<file path="src/rtl/rmac_pkg.sv">
package rmac_pkg;

  typedef struct packed {
    logic tc;
    logic rnd;
    logic acc;
    logic sub;
  } rmac_ctrl_t;

  typedef enum logic [1:0] {
    OP_LOAD = 2'd0,
    OP_ADD  = 2'd1,
    OP_RSUB = 2'd2
  } rmac_op_e;

  // acc=0 selects a plain load regardless of sub (01 is treated as 00)
  function automatic rmac_op_e rmac_decode(input logic acc_i, input logic sub_i);
    if (!acc_i)      return OP_LOAD;
    else if (sub_i)  return OP_RSUB;
    else             return OP_ADD;
  endfunction

endpackage

</file>
<file path="src/rtl/rmac_operand_regs.sv">
module rmac_operand_regs
  import rmac_pkg::*;
#(
  parameter int OP_W = 16
) (
  input  logic            clk,
  input  logic            rst,
  input  logic            a_ld,
  input  logic            b_ld,
  input  logic [OP_W-1:0] a_d,
  input  logic [OP_W-1:0] b_d,
  input  rmac_ctrl_t      ctrl_d,
  output logic [OP_W-1:0] a_q,
  output logic [OP_W-1:0] b_q,
  output rmac_ctrl_t      ctrl_q
);

  logic ctrl_ld;
  assign ctrl_ld = a_ld | b_ld;

  always_ff @(posedge clk) begin
    if (rst) begin
      a_q    <= '0;
      b_q    <= '0;
      ctrl_q <= '0;
    end else begin
      if (a_ld)    a_q    <= a_d;
      if (b_ld)    b_q    <= b_d;
      if (ctrl_ld) ctrl_q <= ctrl_d;
    end
  end

  assert_a_hold_R2: assert property (@(posedge clk) disable iff (rst)
    !a_ld |=> $stable(a_q));
  assert_b_hold_R2: assert property (@(posedge clk) disable iff (rst)
    !b_ld |=> $stable(b_q));
  assert_b_capture_R2: assert property (@(posedge clk) disable iff (rst)
    b_ld |=> b_q == $past(b_d));
  assert_ctrl_hold_R3: assert property (@(posedge clk) disable iff (rst)
    !(a_ld || b_ld) |=> $stable(ctrl_q));

endmodule

</file>
<file path="src/rtl/rmac_arith.sv">
module rmac_arith
  import rmac_pkg::*;
#(
  parameter int OP_W  = 16,
  parameter int EXT_W = 3
) (
  input  logic [OP_W-1:0]          a,
  input  logic [OP_W-1:0]          b,
  input  rmac_ctrl_t               ctrl,
  input  logic [2*OP_W+EXT_W-1:0]  acc_cur,
  output logic [2*OP_W+EXT_W-1:0]  acc_nxt
);

  localparam int PROD_W = 2 * OP_W;
  localparam int ACC_W  = PROD_W + EXT_W;
  localparam logic [ACC_W-1:0] RND_BIT = ACC_W'(1) << (OP_W - 1);

  // one guard bit makes the same signed multiplier serve both modes
  logic signed [OP_W:0]     a_x, b_x;
  logic signed [PROD_W-1:0] a_w, b_w, prod;
  logic [ACC_W-1:0]         prod_ext, prod_rnd;
  rmac_op_e                 op;

  assign a_x = {ctrl.tc & a[OP_W-1], a};
  assign b_x = {ctrl.tc & b[OP_W-1], b};
  assign a_w = PROD_W'(a_x);
  assign b_w = PROD_W'(b_x);
  assign prod = a_w * b_w;

  assign prod_ext = {{EXT_W{ctrl.tc & prod[PROD_W-1]}}, prod};
  assign prod_rnd = prod_ext + (ctrl.rnd ? RND_BIT : '0);
  assign op       = rmac_decode(ctrl.acc, ctrl.sub);

  always_comb begin
    unique case (op)
      OP_ADD:  acc_nxt = prod_rnd + acc_cur;
      OP_RSUB: acc_nxt = prod_rnd - acc_cur;
      default: acc_nxt = prod_rnd;
    endcase
  end

endmodule

</file>
<file path="src/rtl/rmac_section.sv">
module rmac_section #(
  parameter int W = 16
) (
  input  logic         clk,
  input  logic         rst,
  input  logic         ld,
  input  logic         pre_en,
  input  logic [W-1:0] pad_d,
  input  logic [W-1:0] calc_d,
  output logic [W-1:0] q
);

  always_ff @(posedge clk) begin
    if (rst)      q <= '0;
    else if (ld)  q <= pre_en ? pad_d : calc_d;
  end

  assert_sec_hold_R7: assert property (@(posedge clk) disable iff (rst)
    !ld |=> $stable(q));
  assert_sec_preload_R10: assert property (@(posedge clk) disable iff (rst)
    (ld && pre_en) |=> q == $past(pad_d));
  assert_sec_arith_R11: assert property (@(posedge clk) disable iff (rst)
    (ld && !pre_en) |=> q == $past(calc_d));

endmodule

</file>
<file path="src/rtl/rmac_top.sv">
module rmac_top
  import rmac_pkg::*;
#(
  parameter int OP_W  = 16,
  parameter int EXT_W = 3
) (
  input  logic             clk,
  input  logic             rst,
  input  logic [OP_W-1:0]  a_in,
  input  logic             a_load,
  input  logic             b_load,
  input  logic             res_load,
  input  logic             tc,
  input  logic             rnd,
  input  logic             acc,
  input  logic             sub,
  input  logic             prel,
  input  logic             dis_ext,
  input  logic             dis_hi,
  input  logic             dis_lo,
  input  logic [EXT_W-1:0] ext_pad_in,
  output logic [EXT_W-1:0] ext_pad_out,
  output logic [EXT_W-1:0] ext_pad_oe,
  input  logic [OP_W-1:0]  hi_pad_in,
  output logic [OP_W-1:0]  hi_pad_out,
  output logic [OP_W-1:0]  hi_pad_oe,
  input  logic [OP_W-1:0]  lo_pad_in,
  output logic [OP_W-1:0]  lo_pad_out,
  output logic [OP_W-1:0]  lo_pad_oe
);

  localparam int PROD_W = 2 * OP_W;
  localparam int ACC_W  = PROD_W + EXT_W;

  logic [OP_W-1:0]  a_q, b_q;
  rmac_ctrl_t       ctrl_d, ctrl_q;
  logic [ACC_W-1:0] acc_cur, acc_nxt;

  assign ctrl_d = '{tc: tc, rnd: rnd, acc: acc, sub: sub};

  rmac_operand_regs #(.OP_W(OP_W)) u_ops (
    .clk    (clk),
    .rst    (rst),
    .a_ld   (a_load),
    .b_ld   (b_load),
    .a_d    (a_in),
    .b_d    (lo_pad_in),
    .ctrl_d (ctrl_d),
    .a_q    (a_q),
    .b_q    (b_q),
    .ctrl_q (ctrl_q)
  );

  rmac_arith #(.OP_W(OP_W), .EXT_W(EXT_W)) u_arith (
    .a       (a_q),
    .b       (b_q),
    .ctrl    (ctrl_q),
    .acc_cur (acc_cur),
    .acc_nxt (acc_nxt)
  );

  rmac_section #(.W(EXT_W)) u_sec_ext (
    .clk    (clk),
    .rst    (rst),
    .ld     (res_load),
    .pre_en (prel & dis_ext),
    .pad_d  (ext_pad_in),
    .calc_d (acc_nxt[ACC_W-1:PROD_W]),
    .q      (ext_pad_out)
  );

  rmac_section #(.W(OP_W)) u_sec_hi (
    .clk    (clk),
    .rst    (rst),
    .ld     (res_load),
    .pre_en (prel & dis_hi),
    .pad_d  (hi_pad_in),
    .calc_d (acc_nxt[PROD_W-1:OP_W]),
    .q      (hi_pad_out)
  );

  rmac_section #(.W(OP_W)) u_sec_lo (
    .clk    (clk),
    .rst    (rst),
    .ld     (res_load),
    .pre_en (prel & dis_lo),
    .pad_d  (lo_pad_in),
    .calc_d (acc_nxt[OP_W-1:0]),
    .q      (lo_pad_out)
  );

  assign acc_cur    = {ext_pad_out, hi_pad_out, lo_pad_out};
  assign ext_pad_oe = {EXT_W{~dis_ext}};
  assign hi_pad_oe  = {OP_W{~dis_hi}};
  assign lo_pad_oe  = {OP_W{~dis_lo}};

  assert_reset_clear_R1: assert property (@(posedge clk)
    rst |=> (acc_cur == '0 && a_q == '0 && b_q == '0));

endmodule

</file>
<file path="config.mk">
export PLATFORM = sky130hd
export DESIGN_NAME = rmac_top
export DESIGN_NICKNAME = d
export VERILOG_FILES = /design/src/rtl/rmac_pkg.sv /design/src/rtl/rmac_operand_regs.sv /design/src/rtl/rmac_arith.sv /design/src/rtl/rmac_section.sv /design/src/rtl/rmac_top.sv
export SDC_FILE = /design/constraint.sdc
export NUM_CORES = 1
export LEC_CHECK = 0
export BUFFER_PORTS_ARGS = -buffer_cell sky130_fd_sc_hd__buf_2
export CAP_MARGIN = 20
export CORE_MARGIN = 5
export CORE_UTILIZATION = 40
export DETAILED_ROUTE_END_ITERATION = 6
export GPL_ROUTABILITY_DRIVEN = 0
export GPL_TIMING_DRIVEN = 0
export REMOVE_ABC_BUFFERS = 1
export SYNTH_ARGS = -nofsm -noshare
export SYNTH_HDL_FRONTEND = slang
export SYNTH_SLANG_ARGS = --single-unit
</file>
<file path="constraint.sdc">
create_clock -name clk -period 20.1 [get_ports clk]
set_input_delay 3.015 -clock clk [delete_from_list [all_inputs] [get_ports clk]]
set_output_delay 3.015 -clock clk [all_outputs]
set_load 0.005 [all_outputs]
</file>
**After elaboration in Yosys (flattened, before gate mapping)**

Cells that the tools add are included.

- Flip-flop bits (word level): 71

- Add/sub/neg operators: 3
- Multiply operators: 1
- Equal/unequal tests: 2
- Mux-type cells: 7
- Bitwise gates (word level): 10

Operators with widths:

| operator | number |
|---|---|
| $add A35 B35 Y35 | 2 |
| $pmux W35 S2 | 1 |
| $mux W16 | 3 |
| $sub A35 B35 Y35 | 1 |
| $mul A17 B17 Y32 | 1 |
| $and A1 B1 Y1 | 6 |
| $mux W2 | 2 |
| $mux W3 | 1 |
| $not A1 Y1 | 3 |
| $eq A2 B1 Y1 const B | 1 |
| $eq A2 B2 Y1 const B | 1 |
| $or A1 B1 Y1 | 1 |

**Longest topological paths before layout**

- Depth after elaboration: 7
- Depth in mapped cells: 37
- Depth with buffers taken out: 36

**Modules after synthesis**

A second synthesis with hierarchy kept.

- Cell total of the unflattened synthesis: 1944
- Area, all modules: 17066.4 um^2

Modules (own cells, without submodules):

| module | times used | cells an instance | area each (um^2) |
|---|---|---|---|
| rmac_arith | 1 | 1631 | 13945.9 |
| rmac_section (u_sec_hi ...) | 2 | 71 | 713.2 |
| rmac_operand_regs | 1 | 121 | 1300.0 |
| rmac_top | 1 | 38 | 270.3 |
| rmac_section (u_sec_ext) | 1 | 12 | 123.9 |

**Worst setup path before layout**

Ideal clock, no wire load.

- Path type: flip-flop to flip-flop
- Start point: reg u_ops.ctrl_q[3] (netlist name)
- End point: reg u_sec_ext.q[2]
- Setup time: 125 ps
- Data arrival time: 8269 ps
- Setup slack: 11706 ps
- Stages on the path, launching flop included: 34
- Path through: dfxtp_1 > clkbuf_1 > nand2_1 > or2_2 > fa_1 > fa_1 > inv_1 > fa_1 > fa_1 > fa_1 > inv_1 > fa_1 > inv_1 > ha_1 > and4_1 > and4_1 > a21oi_1 > nor2_1 > a311oi_1 > nand4_1 > nor3_1 > nand2_1 > xnor2_1 > ha_1 > a21o_1 > a21o_1 > a21oi_1 > nor2_1 > nor2_1 > o31ai_1 > o21ai_0 > mux2i_1 > xnor2_1 > a31oi_1

- Word-level cells in the longest chain between the ends: 7
- Elaborated cells on any way between the ends: 9
- Those cells by class: 3 x add/sub; 1 x mul; 2 x mux; 3 x bitwise

Ends and longest elaborated chain:

| item | line | source |
|---|---|---|
| $and A1 B1 Y1, on equally long branches | rmac_arith.sv:24, rmac_arith.sv:25 |  |
| $mul A17 B17 Y32 | rmac_arith.sv:28 | `assign prod = a_w * b_w;` |
| $and A1 B1 Y1 | rmac_arith.sv:30 | `assign prod_ext = {{EXT_W{ctrl.tc & prod[PROD_W-1]}}, prod};` |
| $add A35 B35 Y35 (*) | rmac_arith.sv:31 | `assign prod_rnd = prod_ext + (ctrl.rnd ? RND_BIT : '0);` |
| $sub A35 B35 Y35 or $add A35 B35 Y35 (tied branches) | rmac_arith.sv:37, rmac_arith.sv:36 |  |
| $pmux W35 S2 (*) | rmac_arith.sv:35 | `unique case (op)` |
| $mux W3 (*) | rmac_section.sv:15 | `else if (ld) q <= pre_en ? pad_d : calc_d;` |
| end signal: assignment | rmac_section.sv:15 |  |
| end: declaration | rmac_section.sv:10 | `output logic [W-1:0] q` |

Mark *: on every way between the ends. The rest lies on a longest branch, timed or not.
A chain may end at the register's enable or synchronous reset.

**Worst setup path after layout**

- Start point: reg u_ops.b_q[15]
- End point: reg u_sec_ext.q[2]

- Word-level cells in the longest chain between the ends: 7
- Elaborated cells on any way between the ends: 8
- Those cells by class: 3 x add/sub; 1 x mul; 2 x mux; 2 x bitwise

Ends and longest elaborated chain:

| item | line | source |
|---|---|---|
| start: declaration | rmac_operand_regs.sv:14 | `output logic [OP_W-1:0] b_q,` |
| start signal: assignment | rmac_operand_regs.sv:24 | `b_q <= '0;` |
| start signal: assignment | rmac_operand_regs.sv:28 | `if (b_ld) b_q <= b_d;` |
| $and A1 B1 Y1 | rmac_arith.sv:25 | `assign b_x = {ctrl.tc & b[OP_W-1], b};` |
| $mul A17 B17 Y32 (*) | rmac_arith.sv:28 |  |
| $and A1 B1 Y1 | rmac_arith.sv:30 |  |
| $add A35 B35 Y35 (*) | rmac_arith.sv:31 |  |
| $sub A35 B35 Y35 or $add A35 B35 Y35 (tied branches) | rmac_arith.sv:37, rmac_arith.sv:36 |  |
| $pmux W35 S2 (*) | rmac_arith.sv:35 |  |
| $mux W3 (*) | rmac_section.sv:15 |  |

Marks and branches as above.

==> metrics <==
largest net degree at the start of global routing=73; asr flop ratio synth=0%; Die Wd=214.5 um; Max clock buf depth=2; commonest cells in the netlist=331 x inv_1, 283 x fa_1, 227 x nand2_1, 131 x and2_1, 120 x nor2_1; via count=13400; top post-synthesis cells by area=fa_1 34%, ha_1 8.9%, dfxtp_1 8.5%; Cell Area, Synth=16730 um2; Reg area=1423 um2; CTS tree=built; Core ar.=41670 um2; Routed Wire Length=43770 um; final setup violation count=0; final hold violations=0; library cells used by synthesis=68; Seq cells post-synth=71; pwr dens=51.42 nW/um2; H-Tree Depth=3; Buf+Inv Stages, Crit Path=3; per-cell routed wire length=17.09 um; fin nets=2483; IO buf count=133; worst slew pin tran=0.9941 ns; worst-path maximum fanout=19; IO Count=134; total CTS buffers=9; first-pass GRT wire length=74110 um; CTS Hold Buffers Added=0; initial core utilization=40.14%; # Post-CTS Setup Buffers=0; unrepaired setup endpoints after global routing=false; Worst Hold Class=reg2reg; final period utilization=52.69%; HPWL Detailed=35480 um; EDFF count, synth=0; remaining antenna violation count after routing=0; # DRC=0; Antenna Diode Count=0; Slowest cell on crit path=dfxtp_1; Top Metal Used=met4; post_cts resized=0; Fill cells=4246; clock latency on the worst-skew pair=0.38 ns; Worst IR Drop VDD=0.00003781 V; setup slack after layout=9.510 ns; Top cell by count, worst path=fa_1; Cell Rows=75; first-pass detailed-route iteration total=7; routed wl met2=21620 um; wl on met1=19510 um; outcome=complete, no violations; total chip power=917.6 uW; WL met3=1993 um; leak pwr=8.969 nW; TNS Setup=0 ns; biggest area consumer among synthesized cells=fa_1; Setup WS pre-CTS=9.592 ns; Synth-to-Final Area Change=6.695%; Vias/cell=5.234; CP Launch Type=flop; Die H=214.5 um; clk slew on worst S/H paths=0.07 ns; WP data arrival=10.85 ns; number of global-route vias before repair=14270; Syn Area/Cell=8.435 um2; Tot GR Track Use=19.58%; Seq/Total Area, Yosys=8.498%; Synth Flop Type=dfxtp_1; Worst path top cell family by delay=adder cells; initial antenna violation count=1; WP data required=20.36 ns; Die Area=46000 um2; Clock Skew=0.01118 ns; share of cells above drive strength 1=9.001%; Max Slew Vio Count=0; share of the synthesized area in the top cell type=33.87%; Final Critical Period=10.59 ns; CP peak stage delay=0.80 ns; worst setup path class=reg2reg; global route total overflow=0; CTS sink cnt=71; area occupied by multi-input gates=13470 um2; Fmax achieved=0.09443 GHz; count leader, synth=inv_1; yosys warns=0; Cells after Synth=1983; Starting DRT DRC Count=794; CTS Root Cell=clkbuf_16; CP endpoint kind=flop; Worst slew margin=33.57%; max-cap check violation count=0
-- power by group --
group	internal (mW)	switching (mW)	leakage, nW
clock network	0.113	0.0802	0.155
registers	0.153	0.0395	0.586
logic	0.226	0.305	8.23
-- final timing paths --
path / from / to / slack [ns] / depth (start not counted)
max reg2reg: u_ops.b_q[15] / u_sec_ext.q[2] / 9.51 / 32
max: u_ops.b_q[15] / u_sec_ext.q[2] / 9.51 / 32
min: u_ops.ctrl_q[1] / u_ops.ctrl_q[1] / 0.50 / 2
min reg2reg: u_ops.ctrl_q[1] / u_ops.ctrl_q[1] / 0.50 / 2
-- metrics by stage --
stage                     cell area, um2  hold WS, ns  utilization, %  std cells
final                              17850       0.5026           42.83       2561
after global routing               17850       0.5419           42.83       2561
after CTS                          17830       0.5047           42.80       2560
after detailed placement           17500       0.4928           42.00       2544
after global placement             17480       0.5067           41.94       2543
after floorplan                    16140       0.4301               -       1871
-- worst min-delay path, cell delays in order (launching register included) --
cell and delay (ns):
dfxtp_2 0.35, nand2_1 0.06, a21oi_1 0.05
-- cells by family (layout without fill, tap and decap cells) --
kind of cell | count (synthesis) | in the layout | synth area share (%)
AND/OR/NAND/NOR | 606 | 606 | 17.65
buffers and inverters | 444 | 483 | 10.98
adder cells (fa/ha/maj) | 402 | 402 | 42.77
AO/OA/AOI/OAI | 295 | 295 | 11.03
XOR/XNOR | 109 | 109 | 5.708
flip-flops | 71 | 71 | 8.498
multiplexers | 56 | 56 | 3.359
-- layout make-up --
class / count / share of cell area [%]
Multi-Input combinational cell: 1468 / 75.47
Sequential cell: 71 / 7.972
Inverter: 332 / 6.983
Timing Repair Buffer: 135 / 3.940
Tap cell: 539 / 3.779
Clock buffer: 10 / 1.339
Clock inverter: 6 / 0.5188
-- per-layer routing --
| metal | vias to the layer above | global-route usage, % |
|---|---|---|
| li1 | 6318 | - |
| met1 | 6764 | 26.15 |
| met2 | 284 | 34.37 |
| met3 | 38 | 2.414 |
| met4 | 0 | 4.080 |
| met5 | - | 0 |
-- cell usage in the layout (no fill, tap or decap), types with 3 or more instances in the layout --
master and n:
dfxtp_1 70, o31ai_1 11, clkbuf_16 9, a31oi_1 10, xor2_1 41, a21oi_1 97, o21ai_0 70, inv_1 331
and4_1 3, or2_2 10, and2_1 131, nand2b_1 14, a311oi_1 8, fa_1 283, buf_2 132, nor2_1 120
a21o_1 22, nor4_1 4, or3_1 18, or3_2 5, a211oi_1 21, ha_1 119, nand4_1 6, o21bai_1 3
and3_1 16, o2111ai_1 4, nor3_1 13, nand3b_1 3, nand2_1 227, a31o_2 5, o211a_1 3, xnor2_1 68
nor2b_1 5, mux2i_1 55, o21a_1 8, o211ai_1 12, nand3_1 20
-- registers in the layout, summed over array words and instances, names as in the netlist --
signal        cells
u_ops.a_q        16
u_ops.b_q        16
u_ops.ctrl_q      4
u_sec_ext.q       3
u_sec_hi.q       16
u_sec_lo.q       16
Power figures use the tool's default switching activity.
